`src/rtl/dma_glob_regs.sv`:
```
module dma_glob_regs #(
  parameter int          NCHAN    = 4,
  parameter logic [7:0]  XFER_CAP = 8'h0C,
  parameter int          AW       = 8
) (
  input  logic             clk,
  input  logic             rst_n,
  input  logic [AW-1:0]    addr,
  input  logic [1:0]       size,
  input  logic [31:0]      wdata,
  input  logic             wr_en,
  input  logic             rd_en,
  input  logic [NCHAN-1:0] attn,
  output logic [31:0]      rdata,
  output logic             acc_err,
  output logic             irq
);

  localparam logic [AW-1:0] OFF_CNT  = AW'(8'h00);
  localparam logic [AW-1:0] OFF_CAP  = AW'(8'h01);
  localparam logic [AW-1:0] OFF_ICTL = AW'(8'h03);
  localparam logic [AW-1:0] OFF_ATTN = AW'(8'h04);
  localparam logic [1:0]    SZ_BYTE  = 2'd0;
  localparam logic [1:0]    SZ_WORD  = 2'd2;
  localparam logic [7:0]    CNT_VAL  = 8'(NCHAN);

  initial assert (NCHAN >= 1 && NCHAN <= 32);

  logic        mie;
  logic [31:0] status;
  logic [31:0] attn_w;

  wire hit_cnt  = addr == OFF_CNT;
  wire hit_cap  = addr == OFF_CAP;
  wire hit_ictl = addr == OFF_ICTL;
  wire hit_attn = addr == OFF_ATTN;
  wire mapped   = hit_cnt | hit_cap | hit_ictl | hit_attn;
  wire size_ok  = hit_attn ? (size == SZ_WORD) : (size == SZ_BYTE);
  wire solo_rd  = rd_en & ~wr_en;
  wire solo_wr  = wr_en & ~rd_en;
  wire rd_ok    = solo_rd & mapped & size_ok;
  wire wr_ok    = solo_wr & hit_ictl & size_ok;
  wire clr_attn = rd_ok & hit_attn;

  assign attn_w = 32'(attn);
  assign irq    = mie & (|status);

  always_ff @(posedge clk or negedge rst_n) begin
    if (!rst_n) begin
      status <= '0;
    end else begin
      status <= (clr_attn ? 32'h0 : status) | attn_w;
    end
  end

  always_ff @(posedge clk or negedge rst_n) begin
    if (!rst_n) begin
      mie <= 1'b0;
    end else if (wr_ok) begin
      mie <= wdata[0];
    end else if (rd_ok && hit_ictl) begin
      mie <= 1'b0;
    end
  end

  always_ff @(posedge clk or negedge rst_n) begin
    if (!rst_n) begin
      rdata   <= '0;
      acc_err <= 1'b0;
    end else begin
      acc_err <= (rd_en | wr_en) & ~(rd_ok | wr_ok);
      if (rd_ok) begin
        unique case (1'b1)
          hit_cnt:  rdata <= {24'h0, CNT_VAL};
          hit_cap:  rdata <= {24'h0, XFER_CAP};
          hit_ictl: rdata <= {31'h0, mie};
          default:  rdata <= status;
        endcase
      end
    end
  end

  p_ro_write_err_r2: assert property (@(posedge clk) disable iff (!rst_n)
    (solo_wr && (hit_cnt || hit_cap)) |=> acc_err);

  p_ictl_read_drops_irq_r4: assert property (@(posedge clk) disable iff (!rst_n)
    (solo_rd && hit_ictl && size == SZ_BYTE) |=> !irq);

  p_attn_read_drops_irq_r6: assert property (@(posedge clk) disable iff (!rst_n)
    (clr_attn && attn == '0) |=> !irq);

  p_status_sticky_r6: assert property (@(posedge clk) disable iff (!rst_n)
    !clr_attn |=> (($past(status) & ~status) == 32'h0));

  p_pulse_survives_r7: assert property (@(posedge clk) disable iff (!rst_n)
    (attn != '0) |=> ((status & $past(attn_w)) == $past(attn_w)));

  p_size_err_r9: assert property (@(posedge clk) disable iff (!rst_n)
    ((rd_en || wr_en) && mapped && !size_ok) |=> (acc_err && $stable(rdata)));

  p_unmapped_err_r10: assert property (@(posedge clk) disable iff (!rst_n)
    ((rd_en || wr_en) && (!mapped || (rd_en && wr_en))) |=> acc_err);

endmodule

```
`config.mk`:
```
export PLATFORM = sky130hd
export DESIGN_NAME = dma_glob_regs
export DESIGN_NICKNAME = d
export VERILOG_FILES = /design/src/rtl/dma_glob_regs.sv
export SDC_FILE = /design/constraint.sdc
export NUM_CORES = 1
export LEC_CHECK = 0
export BUFFER_PORTS_ARGS = -buffer_cell sky130_fd_sc_hd__buf_2
export CAP_MARGIN = 5
export CORE_MARGIN = 2
export CORE_UTILIZATION = 38
export CTS_BUF_LIST = sky130_fd_sc_hd__clkbuf_2
export CTS_CLUSTER_SIZE = 25
export DETAILED_ROUTE_END_ITERATION = 12
export PLACE_DENSITY = 0.95
export SLEW_MARGIN = 10
export SYNTH_ARGS = -nofsm -noshare
export SYNTH_HDL_FRONTEND = slang
export SYNTH_SLANG_ARGS = --single-unit
```
`constraint.sdc`:
```
create_clock -name clk -period 2.7 [get_ports clk]
set_input_delay 0.135 -clock clk [delete_from_list [all_inputs] [get_ports clk]]
set_output_delay 0.135 -clock clk [all_outputs]
set_load 0.01 [all_outputs]
```
[After elaboration in Yosys (flattened, before gate mapping)]
Cells that the tools add are included.
Widths: inputs -> output; s select.
Storage, ports and cells
  bits of input ports: 50
  word-level logic and storage cells: 36
  register bits: 66
Cells by class
  bitwise gates (word level): 18
  muxes and demuxes: 5
  reductions and logical operators: 5
  equality and inequality tests: 4
Operators with widths (number)
  $pmux 32 s3: 1
  $mux 32: 1
  $or 32x4->32: 1
  $reduce_or 32->1: 1
  $and 1x1->1: 9
  $eq 8x1->1 const B: 1
  $eq 8x2->1 const B: 1
  $eq 8x3->1 const B: 1
  $logic_not 8->1: 1
  $or 1x1->1: 5
  $mux 1: 3
  $not 1->1: 3
  $eq 2x2->1 const B: 1
  $logic_not 2->1: 1
  $reduce_bool 2->1: 1
  $logic_and 1x1->1: 1

[Depth between registers and ports, before layout]
Gate-level depths: netlist of the first run.
  depth after elaboration: 9
  gate-level depth with buffers: 5

[Worst setup path after synthesis of the first run]
No wires, ideal clock.
  kind: in2reg
  start: input port addr[5]
  end: register rdata[2]
  stages on the path: 5
  path buffers: 1
  data arrival time: 1.287 ns
  required time: 2.575 ns
  setup slack: 1.288 ns
  cells stage by stage: nor4_4 -> and4b_4 -> and2_4 -> buf_6 -> mux2_4
Between the ends
  cells in the longest elaborated chain, start to end: 6
  elaborated cells on any way between the ends: 11
  classes of those cells: eq/ne: 3; mux: 2; bitwise: 5; reduce/logical: 1
Ends and longest elaborated chain
  start: declaration: RTL line 8  | input logic [AW-1:0] addr,
  $eq 8x1->1 or $logic_not 8->1 (tied branches): RTL line 34, 33
  $or 1x1->1 (3 in a row): RTL line 37  | wire mapped = hit_cnt | hit_cap | hit_ictl | hit_attn;
  $and 1x1->1 (2 in a row): RTL line 41  | wire rd_ok = solo_rd & mapped & size_ok;
  end signal: assignment: RTL line 74  | hit_cnt: rdata <= {24'h0, CNT_VAL};
  end signal: assignment: RTL line 75  | hit_cap: rdata <= {24'h0, XFER_CAP};
  end signal: assignment: RTL line 76  | hit_ictl: rdata <= {31'h0, mie};
  end: declaration: RTL line 14  | output logic [31:0] rdata,
Parallel ways exist; a longest one is shown, timed or not.
A chain may end at the register's enable or synchronous reset.

[Worst setup path in the final report of the first run]
  start: register status[2]
  end: output port irq
Between the ends
  cells in the longest elaborated chain, start to end: 2
Ends and longest elaborated chain
  start: declaration: RTL line 30  | logic [31:0] status;
  start signal: assignment: RTL line 52  | status <= (clr_attn ? 32'h0 : status) | attn_w;
  $reduce_or 32->1: RTL line 46  | assign irq = mie & (|status);
  $and 1x1->1: RTL line 46
  end: declaration: RTL line 16  | output logic irq
No other way between the ends.

==> results of run 1 <==
[final timing paths]
path / cells after the start / start / to
max: 2 / status[2] / irq
min: 2 / attn[0] / status[0]
max reg2reg: 3 / status[0] / rdata[0]
min reg2reg: 1 / rdata[3] / rdata[3]
max in group asynchronous: 2 / rst_n / status[3]
min in group asynchronous: 2 / rst_n / rdata[3]
[routing by layer]
metal / vias to the layer above / routed length [um]
met5: - / 0
met4: 0 / 0
met3: 0 / 124
met2: 33 / 695
met1: 267 / 487
li1: 278 / -
[worst max-delay path, delay by kind of cell (launching register included)]
kind	cells	cell delay (ns)
AOI/OAI and AO/OA	1	0.43
DFF	1	0.40
buffers and inverters	1	0.14
[logic make-up (layout without fill, tap and decap cells)]
logic type / Yosys count / after routing / share of synthesized area (%)
other: 1 / 28 / 0.479
flip-flops: 10 / 10 / 31.9
buffers and inverters: 31 / 30 / 29.2
multiplexers: 3 / 3 / 5.11
AO/OA/AOI/OAI: 13 / 13 / 12.9
AND/OR/NAND/NOR: 23 / 23 / 20.3
[state kept, by name, summed over array words and instances (netlist names)]
name and cells:
acc_err 1, mie 1, rdata 4, status 4
[repair_timing]
action,4_1_cts,5_1_grt
buffers inserted,0,0
hold endpoints to repair,10,0
hold buffers,1,0
[cells in the final DEF (no fill, tap or decap)]
cell | Yosys | layout
a21boi_0 | 2 | 2
a21o_1 | 4 | 4
and2_4 | 1 | 1
and4b_4 | 1 | 1
buf_2 | 0 | 24
clkbuf_2 | 0 | 3
conb_1 | 1 | 28
dfrtp_1 | 10 | 10
dlygate4sd3_1 | 0 | 1
inv_1 | 2 | 2
mux2_4 | 2 | 2
mux2i_1 | 1 | 1
nand2_1 | 3 | 3
nand2b_1 | 1 | 1
nand3b_1 | 2 | 2
nand4_1 | 3 | 3
nor2_1 | 5 | 5
nor2b_1 | 1 | 1
nor3_1 | 1 | 1
nor4_4 | 1 | 1
nor4bb_1 | 1 | 1
o21ai_0 | 2 | 2
o21bai_1 | 1 | 1
o22a_2 | 1 | 1
o2bb2ai_1 | 2 | 2
o41a_1 | 1 | 1
or2_2 | 1 | 1
or2b_1 | 1 | 1
or4b_2 | 1 | 1
[through the flow]
step,util (%),worst slack (ns),cell area [um2]
after floorplan,-,1.29,885
after global placement,41.6,1.16,817
after detailed placement,41.6,1.11,817
after CTS,42.9,1.35,842
after global routing,42.9,1.31,842
final,42.9,1.36,842
[cell type report]
type / count / area, um2 / area share (%)
Sequential cell: 10 / 250 / 29.7
Timing Repair Buffer: 25 / 130 / 15.5
Multi-Input combinational cell: 67 / 405 / 48.1
Tap cell: 27 / 33.8 / 4.01
Clock buffer: 3 / 15.0 / 1.78
Inverter: 2 / 7.51 / 0.892
[where the power goes]
group	total, mW	internal, mW	switching [mW]
registers	0.155	0.153	0.00157
clock network	0.0710	0.0303	0.0407
logic	0.0601	0.0218	0.0383
==> metrics.yaml, run 1 <==
synth_ff_type: "dfrtp_1"
grt_usage_pct: 10.4
drv_slew: 0
power_mw: 0.286
placed_cells: 130
worstSetupPathType: "reg2out"
post_cts_resized: 0
setup_viol: 0
ys_ff_latch: 10
path_clk_slew_ns: 0.08
grt_overflow: 0
wl_mm: 1.31
syn2layout_area_growth_pct: 7.51
die_y_um: 49.4
crit_fanout: 3
end_kind: "primary output"
fillers: 206
final.setup.tns_ns: 0
fin_nets: 159
cts_root_buffer: "clkbuf_2"
path_cells: "o41a_1 -> buf_2"
die_x_um: 49.4
antenna_found_initial: 0
max_stage_delay_ns: 0.43
syn_area_um2: 783
met2_usage_pct: 19.8
cts_tree: "done"
ys_types: 28
synth-edff-count: 0
yosys_warnings: 0
antenna_left: 0
p_leak_nw: 0.420
outcome: "completed"
fp.coreArea_um2: 1960
wire_per_inst_um: 9.75
grt_start_max_net_pins: 11
fmax_ghz: 0.745
drc: 0
yosysTopAreaCellShare_pct: 31.9
rows: 16
p_per_area_nw_per_um2: 340
async_reset_ff_share_pct: 100
synth_common_cells: "buf_4 (28), dfrtp_1 (10), nor2_1 (5)"
worst_clock_skew_ns: 0.000197
synth.most_common_cell: "buf_4"
clock_latency_ns: 0.23
start_kind: "flip-flop"
synth-seq-area-share_pct: 31.9
maxCapViolations: 0
cts.path.max_buffers: 2
io_buffers: 24
fin_crit_sh_pct: 49.7
hp-class: "in2reg"
r2r_slack_ns: 1.69
diodes: 0
synthCells: 81
arrival_ns: 1.21
vdd_drop_max_mv: 0.280
fin_cells: 134
critical-path-slowest-cell: "o41a_1"
post-dp-hpwl_mm: 1.15
grt_pass1_vias: 474
cts_buffers: 3
dieArea_um2: 2440
rsz0062_at_grt: "false"
cts_max_level: 1
io_pins: 84
dr.pass1.iters: 4
layout_min_cycle_time_ns: 1.34
gp_congestion: 0.808
yosysTopAreaCell: "dfrtp_1"
start_util_pct: 39.9
busiest_layer: "met2"
grt_pass1_wl_mm: 1.96
viasPerCell: 4.31
met3_usage_pct: 4.60
whs_ns: 0.0737
num_vias: 578
yosys-top-cells-area: "dfrtp_1 (32%), buf_4 (27%), a21o_1 (3.8%)"
grt_use_met1_pct: 11.2
drive_above_1_share_pct: 32.7
cts.sinks: 10
syn_avg_cell_area_um2: 9.67
drt_iter0_markers: 7
crit_required_ns: 2.57
finalHoldViolCount: 0
No activity file was read; power rests on OpenSTA's default activity.
==> run 2, diff against run 1 <==
- ABC_AREA: default -> 1
- CORE_UTILIZATION: 38 -> 34
- PLACE_DENSITY: 0.95 -> 0.9
- clock period: 2.7 -> 1.2 ns (I/O delays scaled with it)
==> metrics.yaml, run 2 <==
path_clk_slew_ns: 0.10  # +0.02 ns
yosys_warnings: 0  # unchanged
diodes: 0  # unchanged
cts.sinks: 10  # unchanged
wl_mm: 1.44  # +10%
drv_slew: 0  # unchanged
antenna_found_initial: 0  # unchanged
antenna_left: 0  # unchanged
synth_common_cells: "buf_4 (28), nand2_1 (23), inv_1 (17)"
place_area_um2: 927  # +13%
rows: 18  # +2
die_x_um: 54.8  # +11%
cts_tree: "done"
end_kind: "primary output"
async_reset_ff_share_pct: 100  # unchanged
grt_overflow: 0  # unchanged
mostFrequentLayoutCells: "conb_1 (28), buf_2 (24), nand2_1 (23)"
cts_max_level: 1  # unchanged
post_cts_resized: 0  # unchanged
viasPerCell: 3.84  # -11%
clock_latency_ns: 0.26  # +0.03 ns
drc: 0  # unchanged
cts.path.max_buffers: 2  # unchanged
fin_nets: 202  # +27%
cp_num_cells: 3  # +1
grt_usage_pct: 10.7  # +0.26 points
crit_required_ns: 1.14  # -1.43 ns
outcome: "completed"
start_kind: "flip-flop"
grt_start_max_net_pins: 11  # unchanged
p_leak_nw: 0.668  # +59%
io_buffers: 24  # unchanged
final.setup.tns_ns: 0  # unchanged
arrival_ns: 0.99  # -0.22 ns
vdd_drop_max_mv: 0.291  # +4.0%
fin_crit_sh_pct: 87.8
path_cells: "inv_1 -> a31oi_1 -> buf_2"
fin_ws_ns: 0.147  # -1.21 ns
drive_above_1_share_pct: 33.1  # +0.40 points
worstSetupPathType: "reg2out"
wire_per_inst_um: 7.95  # -18%
multi_input_area_um2: 432  # +6.5%
syn_area_um2: 878  # +12%
rsz0062_at_grt: "false"
drt_iter0_markers: 8  # +1
fmax_ghz: 0.949
synthCells: 119  # +47%
worst_clock_skew_ns: 0.00491  # +0.00472 ns
cts_root_buffer: "clkbuf_2"
fin_area_um2: 996  # +18%
crit_buf_inv: 2  # +1
fp.coreArea_um2: 2450  # +25%
whs_ns: 0.0175  # -0.0562 ns
seqCellArea_um2: 250  # unchanged
dr.pass1.iters: 4  # unchanged
gp_congestion: 0.786  # -2.7%
start_util_pct: 35.8  # -4.1 points
finalHoldViolCount: 0  # unchanged
r2r.worst_path.cells: 4  # +1
pre_cts_slack_ns: 0.117  # -0.996 ns
critical-path-slowest-cell: "dfrtp_1"
post-dp-hpwl_mm: 1.26  # +9.3%
fillers: 276  # +34%
max_stage_delay_ns: 0.38  # -0.05 ns
yosys-top-cells-area: "dfrtp_1 (28%), buf_4 (24%), nand2_1 (9.8%)"
io_pins: 84  # unchanged
final_common_cell: "conb_1"
syn_avg_cell_area_um2: 7.38  # -24%
num_vias: 695  # +20%
synth-seq-area-share_pct: 28.5  # -3.5 points
yosysTopAreaCellShare_pct: 28.5  # -3.5 points
top_regs: "rdata: 4 flops, status: 4 flops"
cpLargestDelayFamily: "flip-flops"
hp-class: "in2reg"
crit_fanout: 3  # unchanged
die_y_um: 54.8  # +11%
synth_ff_type: "dfrtp_1"
cts_buffers: 3  # unchanged
layout_min_cycle_time_ns: 1.05
synth.most_common_cell: "buf_4"
grt_pass1_vias: 629  # +33%
ys_types: 21  # -25%
yosysTopAreaCell: "dfrtp_1"
setup_viol: 0  # unchanged
p_per_area_nw_per_um2: 709  # +110%
maxCapViolations: 0  # unchanged
hold_depth: 3  # +1
ys_ff_latch: 10  # unchanged
grt_pass1_wl_mm: 2.30  # +18%
synth-edff-count: 0  # unchanged
syn2layout_area_growth_pct: 13.4
dieArea_um2: 3010  # +23%
## run 2: changes by cell type in the layout (fill, tap and decap cells not counted), moves of 3 or more
| cell | previous run | this run |
|---|---|---|
| nand2_1 | 3 | 23 |
| inv_1 | 2 | 17 |
| nand2_2 | 0 | 6 |
| inv_2 | 0 | 5 |
| a21o_1 | 4 | 0 |
| dlygate4sd3_1 | 1 | 5 |
| o21ai_1 | 0 | 4 |
| a21oi_1 | 0 | 3 |
## run 2: path summary, 6_finish.rpt
kind | from | endpoint | slack [ns]
min in group asynchronous | rst_n | rdata[0] | 0.18
max reg2reg | mie | rdata[0] | 0.39
min reg2reg | rdata[3] | rdata[3] | 0.49
min | wdata[0] | mie | 0.02
max in group asynchronous | rst_n | rdata[3] | 0.83
max | status[0] | irq | 0.15
## run 2: cell type report
class | count | area share [%]
clock inverter | 1 | 0.377
timing repair buffer | 29 | 17.1
sequential | 10 | 25.1
inverter | 23 | 8.79
clock buffer | 3 | 1.51
tap | 30 | 3.77
multi-input combinational | 85 | 43.3
## run 2: metrics by stage
| stage | util (%) | total power, mW | instances |
|---|---|---|---|
| finish | 40.6 | 0.706 | 181 |
| global route | 40.6 | 0.753 | 181 |
| CTS | 40.6 | 0.713 | 181 |
| detailed placement | 37.8 | 0.513 | 172 |
| global placement | 37.8 | 0.508 | 172 |
| floorplan | - | 0.524 | 146 |
## run 2: power by group
group	switching (mW)	internal (mW)	total, mW
sequential	0.00396	0.346	0.350
clock	0.116	0.0724	0.188
combinational	0.109	0.0591	0.168
## run 2: cells by family (layout without fill, tap and decap cells)
family	Yosys count	count (layout)	share of synthesized area, %
AO/OA/AOI/OAI	8	8	4.70
flip-flops	10	10	28.5
other	1	28	0.427
buffers and inverters	51	56	33.9
AND/OR/NAND/NOR	49	49	32.5
## run 2: worst register-to-register path, cell delays in order, from the launching register on
cell     delay, ns
dfrtp_1       0.37
inv_1         0.09
nor2_1        0.06
a21oi_1       0.11
o21ai_1       0.08
## run 2: routing by layer
layer	track usage, %	wire length, um	vias up	part of all wire, %
li1	-	-	358	-
met3	3.01	122	6	8.5
met1	10.6	542	297	38
met2	19.2	724	34	50
met5	0	0	-	0
met4	6.67	51	0	3.5
## run 2: timing repair
action,4_1_cts,5_1_grt
hold buffers,5,0
setup buffers,0,0
setup endpoints to repair,0,0
endpoints found under the hold margin,14,0
